[config.mk]
export PLATFORM = sky130hd
export DESIGN_NAME = pipe_hazard_unit
export DESIGN_NICKNAME = d
export VERILOG_FILES = /design/src/rtl/hz_pkg.sv /design/src/rtl/hz_decode.sv /design/src/rtl/hz_fwd_pick.sv /design/src/rtl/hz_branch_seq.sv /design/src/rtl/pipe_hazard_unit.sv
export SDC_FILE = /design/constraint.sdc
export NUM_CORES = 1
export LEC_CHECK = 0
export ABC_AREA = 1
export BUFFER_PORTS_ARGS = -buffer_cell sky130_fd_sc_hd__buf_4
export CAP_MARGIN = 5
export CORE_MARGIN = 2
export CORE_UTILIZATION = 45
export CTS_CLUSTER_SIZE = 24
export DETAILED_ROUTE_END_ITERATION = 10
export GPL_TIMING_DRIVEN = 0
export MAX_ROUTING_LAYER = met4
export PLACE_DENSITY_LB_ADDON = 0.2
export SYNTH_ARGS = -nofsm -noshare
export SYNTH_HDL_FRONTEND = slang
export SYNTH_HIERARCHICAL = 1
export SYNTH_SLANG_ARGS = --single-unit
[constraint.sdc]
create_clock -name clk -period 7.6 [get_ports clk]
set_input_delay 1.52 -clock clk [delete_from_list [all_inputs] [get_ports clk]]
set_output_delay 1.52 -clock clk [all_outputs]
set_load 0.02 [all_outputs]
[src/rtl/hz_pkg.sv]
package hz_pkg;

    localparam int OP_W   = 6;
    localparam int REG_W  = 5;
    localparam int N_SRC  = 2;
    localparam int LINK_REG = 31;

    typedef logic [OP_W-1:0]  opcode_t;
    typedef logic [REG_W-1:0] reg_idx_t;

    typedef enum logic [1:0] {
        FWD_RF    = 2'b00,
        FWD_EXMEM = 2'b01,
        FWD_MEMWB = 2'b10
    } fwd_sel_e;

    localparam opcode_t OPC_RREG = 6'h00;
    localparam opcode_t OPC_FREG = 6'h01;
    localparam opcode_t OPC_JMP  = 6'h02;
    localparam opcode_t OPC_JLNK = 6'h03;
    localparam opcode_t OPC_BRZ  = 6'h04;
    localparam opcode_t OPC_BRNZ = 6'h05;
    localparam opcode_t OPC_BFT  = 6'h06;
    localparam opcode_t OPC_BFF  = 6'h07;
    localparam opcode_t OPC_HIMM = 6'h0f;
    localparam opcode_t OPC_RET  = 6'h10;
    localparam opcode_t OPC_TRP  = 6'h11;
    localparam opcode_t OPC_JREG = 6'h12;
    localparam opcode_t OPC_JRLK = 6'h13;
    localparam opcode_t OPC_IDLE = 6'h15;

    typedef struct packed {
        logic     use_a;
        logic     use_b;
        logic     writes;
        logic     is_cbr;
        reg_idx_t src_a;
        reg_idx_t src_b;
        reg_idx_t dst;
    } dec_info_t;

    function automatic logic is_load_op(opcode_t op);
        return op[5:3] == 3'b100;
    endfunction

    function automatic logic is_store_op(opcode_t op);
        return op[5:3] == 3'b101;
    endfunction

endpackage

[src/rtl/hz_decode.sv]
module hz_decode
    import hz_pkg::*;
(
    input  logic [31:11] instr,
    input  logic         valid,
    output dec_info_t    info
);

    opcode_t op;

    always_comb begin
        op          = instr[31:26];
        info        = '0;
        info.src_a  = instr[25:21];
        info.src_b  = instr[20:16];
        info.dst    = instr[20:16];
        case (op)
            OPC_RREG: begin
                info.use_a  = 1'b1;
                info.use_b  = 1'b1;
                info.writes = 1'b1;
                info.dst    = instr[15:11];
            end
            OPC_FREG: begin
                info.use_a = 1'b1;
                info.use_b = 1'b1;
            end
            OPC_JMP, OPC_RET, OPC_TRP, OPC_IDLE: ;
            OPC_JLNK: begin
                info.writes = 1'b1;
                info.dst    = reg_idx_t'(LINK_REG);
            end
            OPC_BRZ, OPC_BRNZ: begin
                info.use_a  = 1'b1;
                info.is_cbr = 1'b1;
            end
            OPC_BFT, OPC_BFF: info.is_cbr = 1'b1;
            OPC_JREG: info.use_a = 1'b1;
            OPC_JRLK: begin
                info.use_a  = 1'b1;
                info.writes = 1'b1;
                info.dst    = reg_idx_t'(LINK_REG);
            end
            OPC_HIMM: info.writes = 1'b1;
            default: begin
                info.use_a = 1'b1;
                if (is_store_op(op)) begin
                    info.use_b = 1'b1;
                end else begin
                    info.writes = 1'b1;
                end
            end
        endcase
        if (!valid) begin
            info = '0;
        end
    end

endmodule

[src/rtl/hz_fwd_pick.sv]
module hz_fwd_pick
    import hz_pkg::*;
(
    input  logic     use_src,
    input  reg_idx_t src,
    input  logic     ex_wr,
    input  reg_idx_t ex_rd,
    input  logic     ex_load,
    input  logic     mem_wr,
    input  reg_idx_t mem_rd,
    output fwd_sel_e sel_nxt,
    output logic     load_dep
);

    logic live;
    logic ex_hit;
    logic mem_hit;

    assign live     = use_src && (src != '0);
    assign ex_hit   = live && ex_wr && (ex_rd == src);
    assign mem_hit  = live && mem_wr && (mem_rd == src);
    assign load_dep = ex_hit && ex_load;

    always_comb begin
        if (ex_hit) begin
            sel_nxt = FWD_EXMEM;
        end else if (mem_hit) begin
            sel_nxt = FWD_MEMWB;
        end else begin
            sel_nxt = FWD_RF;
        end
    end

endmodule

[src/rtl/hz_branch_seq.sv]
module hz_branch_seq #(
    parameter int BR_WAIT = 2
) (
    input  logic clk,
    input  logic rst,
    input  logic start,
    output logic shadow
);

    localparam int CW = $clog2(BR_WAIT + 1);
    localparam logic [CW-1:0] RELOAD = CW'(BR_WAIT - 1);

    logic [CW-1:0] left_q;

    always_ff @(posedge clk) begin
        if (rst) begin
            left_q <= '0;
        end else if (start) begin
            left_q <= RELOAD;
        end else if (left_q != '0) begin
            left_q <= left_q - CW'(1);
        end
    end

    assign shadow = (left_q != '0);

    AST_NO_RESTART_IN_SHADOW: assert property (@(posedge clk) disable iff (rst)
        shadow |-> !start) else $error("branch restarted inside wait");

    AST_SHADOW_FOLLOWS_START: assert property (@(posedge clk) disable iff (rst)
        start |=> (shadow == (BR_WAIT > 1))) else $error("wait length wrong");

endmodule

[src/rtl/pipe_hazard_unit.sv]
module pipe_hazard_unit
    import hz_pkg::*;
#(
    parameter int BR_WAIT = 2
) (
    input  logic        clk,
    input  logic        rst,
    input  logic [31:11] id_instr,
    input  logic [5:0]  ex_opcode,
    input  logic        ex_wr_en,
    input  logic [4:0]  ex_rd,
    input  logic        mem_wr_en,
    input  logic [4:0]  mem_rd,
    input  logic        alt_wr_due,
    output logic [1:0]  fwd_a_sel,
    output logic [1:0]  fwd_b_sel,
    output logic        pc_hold,
    output logic        dec_hold,
    output logic        dec_squash,
    output logic        ex_bubble
);

    dec_info_t        dinfo;
    logic             shadow;
    logic             dec_valid;
    logic             ex_load;
    logic             port_clash;
    logic             data_stall;
    logic             br_start;
    logic [N_SRC-1:0] ld_dep;
    logic             src_use [N_SRC];
    reg_idx_t         src_idx [N_SRC];
    fwd_sel_e         sel_nxt [N_SRC];
    fwd_sel_e         sel_q   [N_SRC];

    assign dec_valid = !shadow;
    assign ex_load   = is_load_op(ex_opcode);

    hz_decode u_decode (
        .instr (id_instr),
        .valid (dec_valid),
        .info  (dinfo)
    );

    assign src_use[0] = dinfo.use_a;
    assign src_use[1] = dinfo.use_b;
    assign src_idx[0] = dinfo.src_a;
    assign src_idx[1] = dinfo.src_b;

    for (genvar k = 0; k < N_SRC; k++) begin : g_operand
        hz_fwd_pick u_pick (
            .use_src  (src_use[k]),
            .src      (src_idx[k]),
            .ex_wr    (ex_wr_en),
            .ex_rd    (ex_rd),
            .ex_load  (ex_load),
            .mem_wr   (mem_wr_en),
            .mem_rd   (mem_rd),
            .sel_nxt  (sel_nxt[k]),
            .load_dep (ld_dep[k])
        );

        always_ff @(posedge clk) begin
            if (rst) begin
                sel_q[k] <= FWD_RF;
            end else if (data_stall || !dec_valid) begin
                sel_q[k] <= FWD_RF;
            end else begin
                sel_q[k] <= sel_nxt[k];
            end
        end
    end

    assign port_clash = alt_wr_due && dinfo.writes && (dinfo.dst != '0);
    assign data_stall = (|ld_dep) || port_clash;
    assign br_start   = dinfo.is_cbr && !data_stall;

    hz_branch_seq #(.BR_WAIT(BR_WAIT)) u_branch (
        .clk    (clk),
        .rst    (rst),
        .start  (br_start),
        .shadow (shadow)
    );

    assign pc_hold    = data_stall || br_start || shadow;
    assign dec_hold   = data_stall;
    assign dec_squash = br_start || shadow;
    assign ex_bubble  = data_stall;
    assign fwd_a_sel  = sel_q[0];
    assign fwd_b_sel  = sel_q[1];

    AST_LOAD_USE_STALLS: assert property (@(posedge clk) disable iff (rst)
        (dec_valid && ex_wr_en && ex_load && ex_rd != '0 && dinfo.use_a && dinfo.src_a == ex_rd)
        |-> ex_bubble) else $error("load-use not stalled");

    AST_BUBBLE_CLEARS_FWD: assert property (@(posedge clk) disable iff (rst)
        ex_bubble |=> (fwd_a_sel == 2'b00 && fwd_b_sel == 2'b00)) else $error("bypass after bubble");

    AST_PORT_CLASH_STALLS: assert property (@(posedge clk) disable iff (rst)
        (alt_wr_due && dinfo.writes && dinfo.dst != '0) |-> (ex_bubble && !dec_squash))
        else $error("write-port clash missed");

    AST_HOLD_SQUASH_EXCL: assert property (@(posedge clk) disable iff (rst)
        !(dec_hold && dec_squash)) else $error("hold and squash together");

    AST_EX_WINS: assert property (@(posedge clk) disable iff (rst)
        (dec_valid && !ex_bubble && dinfo.use_a && dinfo.src_a != '0 && ex_wr_en &&
         ex_rd == dinfo.src_a && mem_wr_en && mem_rd == dinfo.src_a)
        |=> fwd_a_sel == 2'b01) else $error("priority wrong");

    AST_R0_NEVER_FWD: assert property (@(posedge clk) disable iff (rst)
        (dec_valid && id_instr[25:21] == 5'd0) |=> fwd_a_sel == 2'b00) else $error("r0 bypassed");

endmodule

Word level (Yosys, flattened, before mapping)
Memories as Yosys holds them, arrays and structs flattened.
Index checks and enable logic that the tools add are counted.
{"block": "word_totals", "regBits": 2, "mem_bits_rw": 4, "input_bits": 42, "out_inout_bits": 8, "word_cells": 89, "memories": 1}
{"name": "sel_q", "depth": 2, "width": 2, "rd": 2, "rd_ports_with_merged_regs": 0, "write_ports": 2, "line_no": "pipe_hazard_unit.sv:34", "source": "fwd_sel_e sel_q [N_SRC];"}
{"block": "op_classes", "addsub": 1, "eq_ne": 19, "muxes": 26, "bitwise_logic": 4, "n_reduce_logical": 36}
{"op": "== test 6 x 5 -> 1 bit (second input constant)", "n": 5}
{"op": "== test 6 x 3 -> 1 bit (second input constant)", "n": 4}
{"op": "== test 5 bit", "n": 4}
{"op": "two-way mux 19 bit", "n": 1}
{"op": "two-way mux 2 bit", "n": 8}
{"op": "logical AND 1 bit", "n": 15}
{"op": "nonzero test 5 bit", "n": 3}
{"op": "two-way mux 1 bit", "n": 14}
{"op": "== test 6 x 2 -> 1 bit (second input constant)", "n": 2}
{"op": "OR reduction 12 bit", "n": 1}
{"op": "case mux 5 bit (2 select lines)", "n": 1}
{"op": "OR reduction 10 bit", "n": 1}
{"op": "OR reduction 2 bit", "n": 4}
{"op": "OR reduction 4 bit", "n": 2}
{"op": "OR reduction 8 bit", "n": 1}
{"op": "== test 3 bit (second input constant)", "n": 2}
{"op": "== test 6 x 1 -> 1 bit (second input constant)", "n": 1}
{"op": "== test 6 x 4 -> 1 bit (second input constant)", "n": 1}
{"op": "zero test 6 bit", "n": 1}
{"op": "logical OR 1 bit", "n": 5}
{"op": "OR 1 bit", "n": 4}
{"op": "case mux 1 bit (2 select lines)", "n": 2}
{"op": "nonzero test 2 bit", "n": 2}
{"op": "subtractor 2 x 1 -> 2 bit (second input constant)", "n": 1}
{"op": "zero test 1 bit", "n": 1}

Logic depth before layout (Yosys ltp)
Gate-level depths: netlist of the first run.
{"block": "depth", "word_depth": 17, "depth_mapped": 20, "ltp_nobuf": 19}

By module
Netlist of the first run, hierarchy kept.
{"mod": "hz_fwd_pick", "instances": 2, "cells_each": 57, "area_each_um2": 249.0, "seq_area_each_um2": 0.0}
{"mod": "hz_decode", "instances": 1, "cells_each": 84, "area_each_um2": 359.1, "seq_area_each_um2": 0.0}
{"mod": "pipe_hazard_unit", "instances": 1, "cells_each": 31, "area_each_um2": 249.0, "seq_area_each_um2": 120.1}
{"mod": "hz_branch_seq", "instances": 1, "cells_each": 17, "area_each_um2": 107.6, "seq_area_each_um2": 40.0}

Least setup slack after synthesis of the first run
No wires, ideal clock.
{"block": "synth_timing", "kind": "input to output", "startpoint": "input port id_instr[26] (netlist name)", "endpoint": "output port dec_squash", "arrival_time_ns": 2.803, "required_ns": 6.080, "path_slack_ns": 3.277, "path_stages": 12, "n_path_buf": 0, "cell_sequence": "inv_1 -> nor2_1 -> inv_1 -> nor2_1 -> nor2_1 -> nand3_1 -> nor2_1 -> nand2_1 -> nor3_2 -> nor2_1 -> nand2_1 -> o21ai_2"}
{"item": "start, declared", "line_no": "pipe_hazard_unit.sv:8", "source": "input logic [31:11] id_instr,"}
{"item": "end, declared", "line_no": "pipe_hazard_unit.sv:19", "source": "output logic dec_squash,"}

==> key figures, run 1 <==
Setup path
  • Slowest cell on the critical path: nor2_1
  • Critical Path Source Type: input port
  • Critical Path Sink Type: output port
  • Worst-path cell chain: buf_4, nor2_2, nand2_1, nand2_1, nand3_1, nand3_1, nor2_1, nand2_1, nor3_2, nor2_1, nand2_1, buf_4, buf_4
  • Top cell by count, worst path: nand2_1
  • Biggest fanout along the worst timing path: 4
  • Kind of critical path: in -> out
  • Required time worst endpoint: 6.08 ns
  • Data arrival, critical path: 3.04 ns
  • CP peak stage delay: 0.19 ns

Layout
  • Count of antenna diodes in the layout: 0
  • Layout Nets: 343
  • Final std cell area, no fill: 1630 sq um
  • Number of fillers in the final layout: 274
  • Layout overhead on the synthesized area: 34.6%
  • Layout cells sized above 1: 25.4%

Floorplanning
  • Core ar.: 2520 sq um
  • Die boundary height: 55.9 um
  • Die Footprint: 3130 sq um
  • Horizontal die dimension: 55.9 um
  • Io pins: 50
  • Initial cell density of the core: 48.1%
  • Number of rows in the core area: 18

Placement
  • Number of I/O port buffers: 46
  • Half-perimeter wire length after placement: 2.39 mm
  • Placed instance area: 1610 sq um
  • Routability cong.: 0.910
  • Dpl ws: 3.02 ns

Clocking
  • Clock transition time at the flip-flop clock pins of the worst setup and hold paths: 0.04 ns
  • Setup repair bufs after CTS: 0
  • Clock buffers created by TritonCTS: 3
  • Cell at the root of the clock tree: clkbuf_4
  • Count of cells resized by post-cts repair: 0
  • Worst-skew pair later-pin latency: 0.25 ns
  • Clock Sink Count: 6
  • Clock Tree Buf Depth: 2
  • H-tree Lvls: 1
  • Clock tree from TritonCTS: built
  • Hold-fix buffers, CTS: 0

Logic synthesis
  • Async SR Flop Fraction: 0%
  • Combined area of all synthesized cells: 1210 sq um
  • Cell variety after synth: 26
  • Cell with the most instances after synthesis: nand2_1
  • Most common flop cell mapped by yosys: edfxtp_1
  • Average footprint of a synthesized cell: 4.93 sq um
  • Synth top cells by count: 79 x nand2_1, 56 x inv_1, 47 x nor2_1, 10 x nand3_1, 7 x inv_2
  • Top cells by area, synth: nand2_1 24%, inv_1 17%, nor2_1 15%, edfxtp_1 9.9%, nand3_1 4.1%
  • Sequential fraction of the synthesis area: 13.2%
  • Cell type with the largest total area after synthesis: nand2_1
  • Top-area cell type share of the netlist area: 24.4%
  • Number of warnings issued by yosys: 6
  • Number of instances in the synthesized netlist: 246
  • Total of flip-flops plus latches after synthesis: 6
  • Number of synthesized flops with an enable pin: 4

Drt
  • Antenna-violating nets left: 0
  • Detailed Route WL: 2.69 mm
  • Average vias per placed instance: 4.36
  • Via Count: 1435
  • First-iteration detailed-routing DRC count: 42
  • Routed wirelength normalized by instance count: 8.16 um
  • DRC Markers: 0
  • Iteration count of the initial detailed-routing pass: 4

Timing
  • Setup violators final: 0
  • Worst setup slack after layout: 3.04 ns
  • Max Clock Freq: 219 MHz
  • TNS Setup: 0 ns
  • Final Hold Fails: 0
  • Setup repair after global routing missed its margin: false
  • Part of the cycle the worst path needs: 60.0%
  • Number of pins exceeding their max-slew limit in the final report: 0
  • Time the worst path needs with I/O delays and setup: 4.56 ns
  • Worst-case clock skew: 0.00754 ns

Pwr
  • Cell Pwr Density: 230 nW/um^2
  • Max IR drop VDD: 0.246 mV
  • Leakage power: 1.01 nW
  • Post-layout power: 376 uW

Global route
  • Number of global-route vias before repair: 1327
  • Global router's overall resource usage: 19.8%
  • Total congestion overflow after global routing: 0
  • Wire length of the first global-routing pass: 5.00 mm
  • Antenna violations before repair: 0
  • Largest net degree at the start of global routing: 11

Status
  • Status: finished, final reports clean

Job
  • Max-capacitance violation count: 0

Min path
  • Path type of the worst min-delay path: reg -> reg
==> placed cells by master, fill, tap and decap left out <==
cell type and n:
a21oi_1 1, nand3_2 3, nand3_1 10, nand2_1 79, clkbuf_1 2, nand4_2 1, xnor2_1 4, nor3_2 2
conb_1 4, o21ai_2 1, nand2_2 3, nor3_1 2, inv_1 56, o21ai_0 1, nor2_2 6, nor2_1 47
edfxtp_1 4, clkbuf_4 3, buf_4 49, a31oi_1 1, ha_1 1, inv_2 7, nor3b_1 1, o21ai_1 5
nand4_1 3, nor2_4 1, dfxtp_1 2
==> sequential cells by signal, summed over array words and instances (netlist names) <==
name	flops
u_branch/left_q	2
sel_q	4
==> through the flow <==
stage	hold WS (ns)	std cells	util [%]
global route	0.541	329	64.8
finish	0.495	329	64.8
global placement	0.477	325	63.7
CTS	0.504	329	64.8
detailed placement	0.491	325	63.7
floorplan	0.454	249	-
==> critical path: cells and delay by family <==
| kind | cells | cell delay, ns |
|---|---|---|
| buf+inv | 3 | 0.42 |
| simple gates | 10 | 1.10 |
==> power breakdown <==
group	switching [mW]	internal [mW]	total, mW	leakage (nW)
registers	0.00281	0.0412	0.0440	0.0578
logic	0.187	0.112	0.299	0.941
clock network	0.0133	0.0200	0.0333	0.0150
==> layout make-up <==
class / instances / area, sq um / share of cell area, %
Multi-Input combinational cell: 176 / 802 / 49.1
Inverter: 63 / 236 / 14.5
Clock buffer: 4 / 26.3 / 1.61
Timing Repair Buffer: 46 / 345 / 21.1
Tap cell: 30 / 37.5 / 2.30
Buffer: 4 / 26.3 / 1.61
Sequential cell: 6 / 160 / 9.80
==> worst paths after layout <==
kind / slack [ns] / to / cells past startpoint / start
worst max-delay path: 3.04 / ex_bubble / 13 / id_instr[29]
worst min-delay path: 0.50 / u_branch/left_q[1] / 2 / u_branch/left_q[1]
worst max register to register: 4.99 / u_branch/left_q[0] / 20 / u_branch/left_q[0]
worst min register to register: 0.50 / u_branch/left_q[1] / 2 / u_branch/left_q[1]
==> layer usage <==
metal	share of wire (%)	routed length, um	track usage, %
met5	0	0	-
met3	6.1	164	0.930
met1	48	1290	25.4
met4	2.2	59	8.16
met2	44	1170	32.5
==> kinds of logic (layout without fill, tap and decap cells) <==
logic type / count (synthesis) / after routing / synth area share (%)
DFF: 6 / 6 / 13.2
other: 1 / 4 / 0.309
buffers and inverters: 67 / 117 / 21.6
and+or+nand+nor: 158 / 158 / 56.8
xor gates and xnor gates: 4 / 4 / 2.89
AOI/OAI and AO/OA: 9 / 9 / 4.12
adders and majority gates: 1 / 1 / 1.03
(Power assumes the default switching activity.)
==> run 2: changes to the inputs <==
--- a/config.mk
+++ b/config.mk
@@ -5,7 +5,7 @@
 export SDC_FILE = /design/constraint.sdc
 export NUM_CORES = 1
 export LEC_CHECK = 0
-export ABC_AREA = 1
+export ABC_AREA = 0
 export BUFFER_PORTS_ARGS = -buffer_cell sky130_fd_sc_hd__buf_4
 export CAP_MARGIN = 5
 export CORE_MARGIN = 2
==> constraint.sdc (replaced) <==
create_clock -name clk -period 4.35 [get_ports clk]
set_input_delay 0.87 -clock clk [delete_from_list [all_inputs] [get_ports clk]]
set_output_delay 0.87 -clock clk [all_outputs]
set_load 0.02 [all_outputs]
==> run 2 against run 1 <==
Sequential cell count is the same. Count of clock-buffer cells in the layout is the same. Synthesized cell count shrank 52%. Sequential share of layout area grew 1.6 points.
==> key figures, run 2 <==
Status
  • Status: finished, final reports clean

Setup path
  • Depth of the worst register-to-register path: 15
  • RR Endpoint: u_branch/left_q[0]
  • Kind of critical path: reg -> out
  • Data arrival, critical path: 3.30 ns
  • Reg2reg setup slack: 1.26 ns
  • Critical Path Sink Type: output port
  • Required time worst endpoint: 3.48 ns
  • Start of the worst register-to-register path: u_branch/left_q[1]
  • Critical Path Source Type: register
  • Biggest fanout along the worst timing path: 10

Clocking
  • Hold-fix buffers, CTS: 0
  • Cell at the root of the clock tree: clkbuf_4
  • Clock Tree Buf Depth: 2
  • H-tree Lvls: 1
  • Clock tree from TritonCTS: built
  • Clock Sink Count: 6
  • Clock buffers created by TritonCTS: 3
  • Clock transition time at the flip-flop clock pins of the worst setup and hold paths: 0.05 ns
  • Worst-skew pair later-pin latency: 0.24 ns

Floorplanning
  • Initial cell density of the core: 48.5%
  • Horizontal die dimension: 50.5 um
  • Die boundary height: 50.5 um
  • Core ar.: 2000 sq um
  • Die Footprint: 2550 sq um
  • Number of rows in the core area: 16
  • Io pins: 50

Placement
  • Number of I/O port buffers: 46
  • Routability cong.: 0.801
  • Half-perimeter wire length after placement: 2.16 mm
  • Placed instance area: 1360 sq um
  • Number of cells in the design after placement: 193

Logic synthesis
  • Sequential fraction of the synthesis area: 16.5%
  • Top cells by area, synth: edfxtp_1 12%, xnor2_1 11%, xor2_1 9.0%, and2_1 7.7%, o221a_1 5.8%
  • Average footprint of a synthesized cell: 8.30 sq um
  • Combined area of all synthesized cells: 971 sq um
  • Number of warnings issued by yosys: 6
  • Async SR Flop Fraction: 0%
  • Most common flop cell mapped by yosys: edfxtp_1
  • Number of synthesized flops with an enable pin: 4
  • Top-area cell type share of the netlist area: 12.4%
  • Synth top cells by count: 12 x and2_1, 12 x xnor2_1, 10 x xor2_1, 9 x nand2_1, 7 x nor2_1
  • Number of instances in the synthesized netlist: 117
  • Total of flip-flops plus latches after synthesis: 6
  • Cell type with the largest total area after synthesis: edfxtp_1
  • Cell variety after synth: 37

Layout
  • Final std cell area, no fill: 1410 sq um
  • Layout overhead on the synthesized area: 45.2%
  • Count of antenna diodes in the layout: 0
  • Number of fillers in the final layout: 185
  • Largest registers ranked by flip-flop count: sel_q (4), u_branch/left_q (2)
  • Most flop-heavy register: sel_q
  • Layout Nets: 214
  • Flip-flop count of the largest register after layout: 4
  • Most common library cell in the layout ignoring fill and taps: buf_4
  • Most frequent cells in the layout: 49 x buf_4, 12 x xnor2_1, 12 x and2_1
  • Layout cells sized above 1: 41.8%
  • Number of non-filler instances in the completed layout: 197

Timing
  • Setup violators final: 0
  • Setup repair after global routing missed its margin: false
  • TNS Setup: 0 ns
  • Time the worst path needs with I/O delays and setup: 4.17 ns
  • Number of pins exceeding their max-slew limit in the final report: 0
  • Final Hold Fails: 0
  • Part of the cycle the worst path needs: 95.8%
  • Max Clock Freq: 240 MHz
  • Worst-case clock skew: 0.000271 ns

Drt
  • Iteration count of the initial detailed-routing pass: 3
  • DRC Markers: 0
  • First-iteration detailed-routing DRC count: 13
  • Detailed Route WL: 2.55 mm
  • Via Count: 1019
  • Routed wirelength normalized by instance count: 12.9 um
  • Average vias per placed instance: 5.17
  • Antenna-violating nets left: 0

Pwr
  • Cell Pwr Density: 388 nW/um^2
  • Post-layout power: 548 uW
  • Max IR drop VDD: 0.275 mV
  • Leakage power: 0.586 nW

Global route
  • Number of global-route vias before repair: 1054
  • Global router's overall resource usage: 22.1%
  • Antenna violations before repair: 0
  • Largest net degree at the start of global routing: 11
  • Total congestion overflow after global routing: 0
  • Wire length of the first global-routing pass: 4.24 mm

Min path
  • Hold Path Stages: 2
  • Path type of the worst min-delay path: reg -> reg
  • Hold path endpoint: u_branch/left_q[1]
  • Hold path startpoint: u_branch/left_q[1]

Job
  • Max-capacitance violation count: 0
[run 2: cell count changes in the layout (fill, tap and decap cells not counted), sizes merged, moves of 8 or more]
cell	delta
xor2	+10
inv	-57
nand3	-11
nand2	-73
nor2	-47
xnor2	+8
and2	+12
[run 2: cell type report]
type | instances | area, sq um | share of cell area (%)
inverters | 6 | 22.5 | 1.60
clock buffers | 4 | 26.3 | 1.86
multi-input cells | 104 | 795 | 56.3
repair buffers | 46 | 345 | 24.5
plain buffers | 4 | 27.5 | 1.95
well taps | 27 | 33.8 | 2.40
flip-flops and latches | 6 | 160 | 11.4
[run 2: routing by layer]
metal | GRT usage (%) | routed length, um | up-vias | share of wire, %
li1 | - | - | 516 | -
met1 | 22.7 | 1000 | 463 | 39
met2 | 41.9 | 1360 | 36 | 54
met3 | 2.38 | 145 | 4 | 5.7
met4 | 9.46 | 34 | 0 | 1.3
met5 | - | 0 | - | 0
[run 2: how the worst max path moves through the flow]
| stage | start | end |
|---|---|---|
| 3_3_place_gp | u_branch/left_q[1] | pc_hold |
| 6_report | u_branch/left_q[1] | pc_hold |
| 4_1_cts | u_branch/left_q[1] | pc_hold |
| 5_1_grt | u_branch/left_q[1] | pc_hold |
| 3_5_place_dp | u_branch/left_q[1] | pc_hold |
| 2_1_floorplan | u_branch/left_q[1] | dec_squash |
[run 2: metrics by stage]
step | hold slack [ns] | util (%) | worst slack (ns)
finish | 0.563 | 70.4 | 0.181
global route | 0.576 | 70.4 | 0.00219
CTS | 0.565 | 69.4 | 0.0562
detailed placement | 0.559 | 68.0 | 0.208
global placement | 0.540 | 68.0 | 0.321
floorplan | 0.531 | - | 0.438
[run 2: power by group]
part / leakage (nW) / internal, mW / total [mW] / switching [mW]
Combinational: 0.513 / 0.196 / 0.417 / 0.221
Sequential: 0.0579 / 0.0697 / 0.0760 / 0.00632
Clock: 0.0150 / 0.0347 / 0.0544 / 0.0196
Total: 0.586 / 0.301 / 0.548 / 0.247
[run 2: critical path, stage by stage, from the launching register on]
cell and delay (ns):
dfxtp_1 0.37, inv_1 0.06, ha_1 0.22, inv_2 0.11, inv_2 0.09, buf_2 0.18, and2_1 0.20, or4_4 0.56
o21ai_4 0.15, nor3_2 0.08, and2_1 0.20, a211oi_2 0.24, a21oi_4 0.10, or3_1 0.32, buf_4 0.16
[run 2: cells by family (layout without fill, tap and decap cells)]
group                      Yosys count  after routing  share of synthesized area (%)
and+or+nand+nor                     59             59                           38.3
xor gates and xnor gates            22             22                           19.8
AOI/OAI and AO/OA                   18             18                           18.7
buffers and inverters               10             60                           5.03
DFF                                  6              6                           16.5
adders and majority gates            1              1                           1.29
other                                1              4                          0.386
[run 2: what timing repair did]
item                                    CTS  global route
buffers inserted                          0             0
pin swaps                                 0             1
gates resized for setup                   2             5
endpoints found under the setup margin    1             2
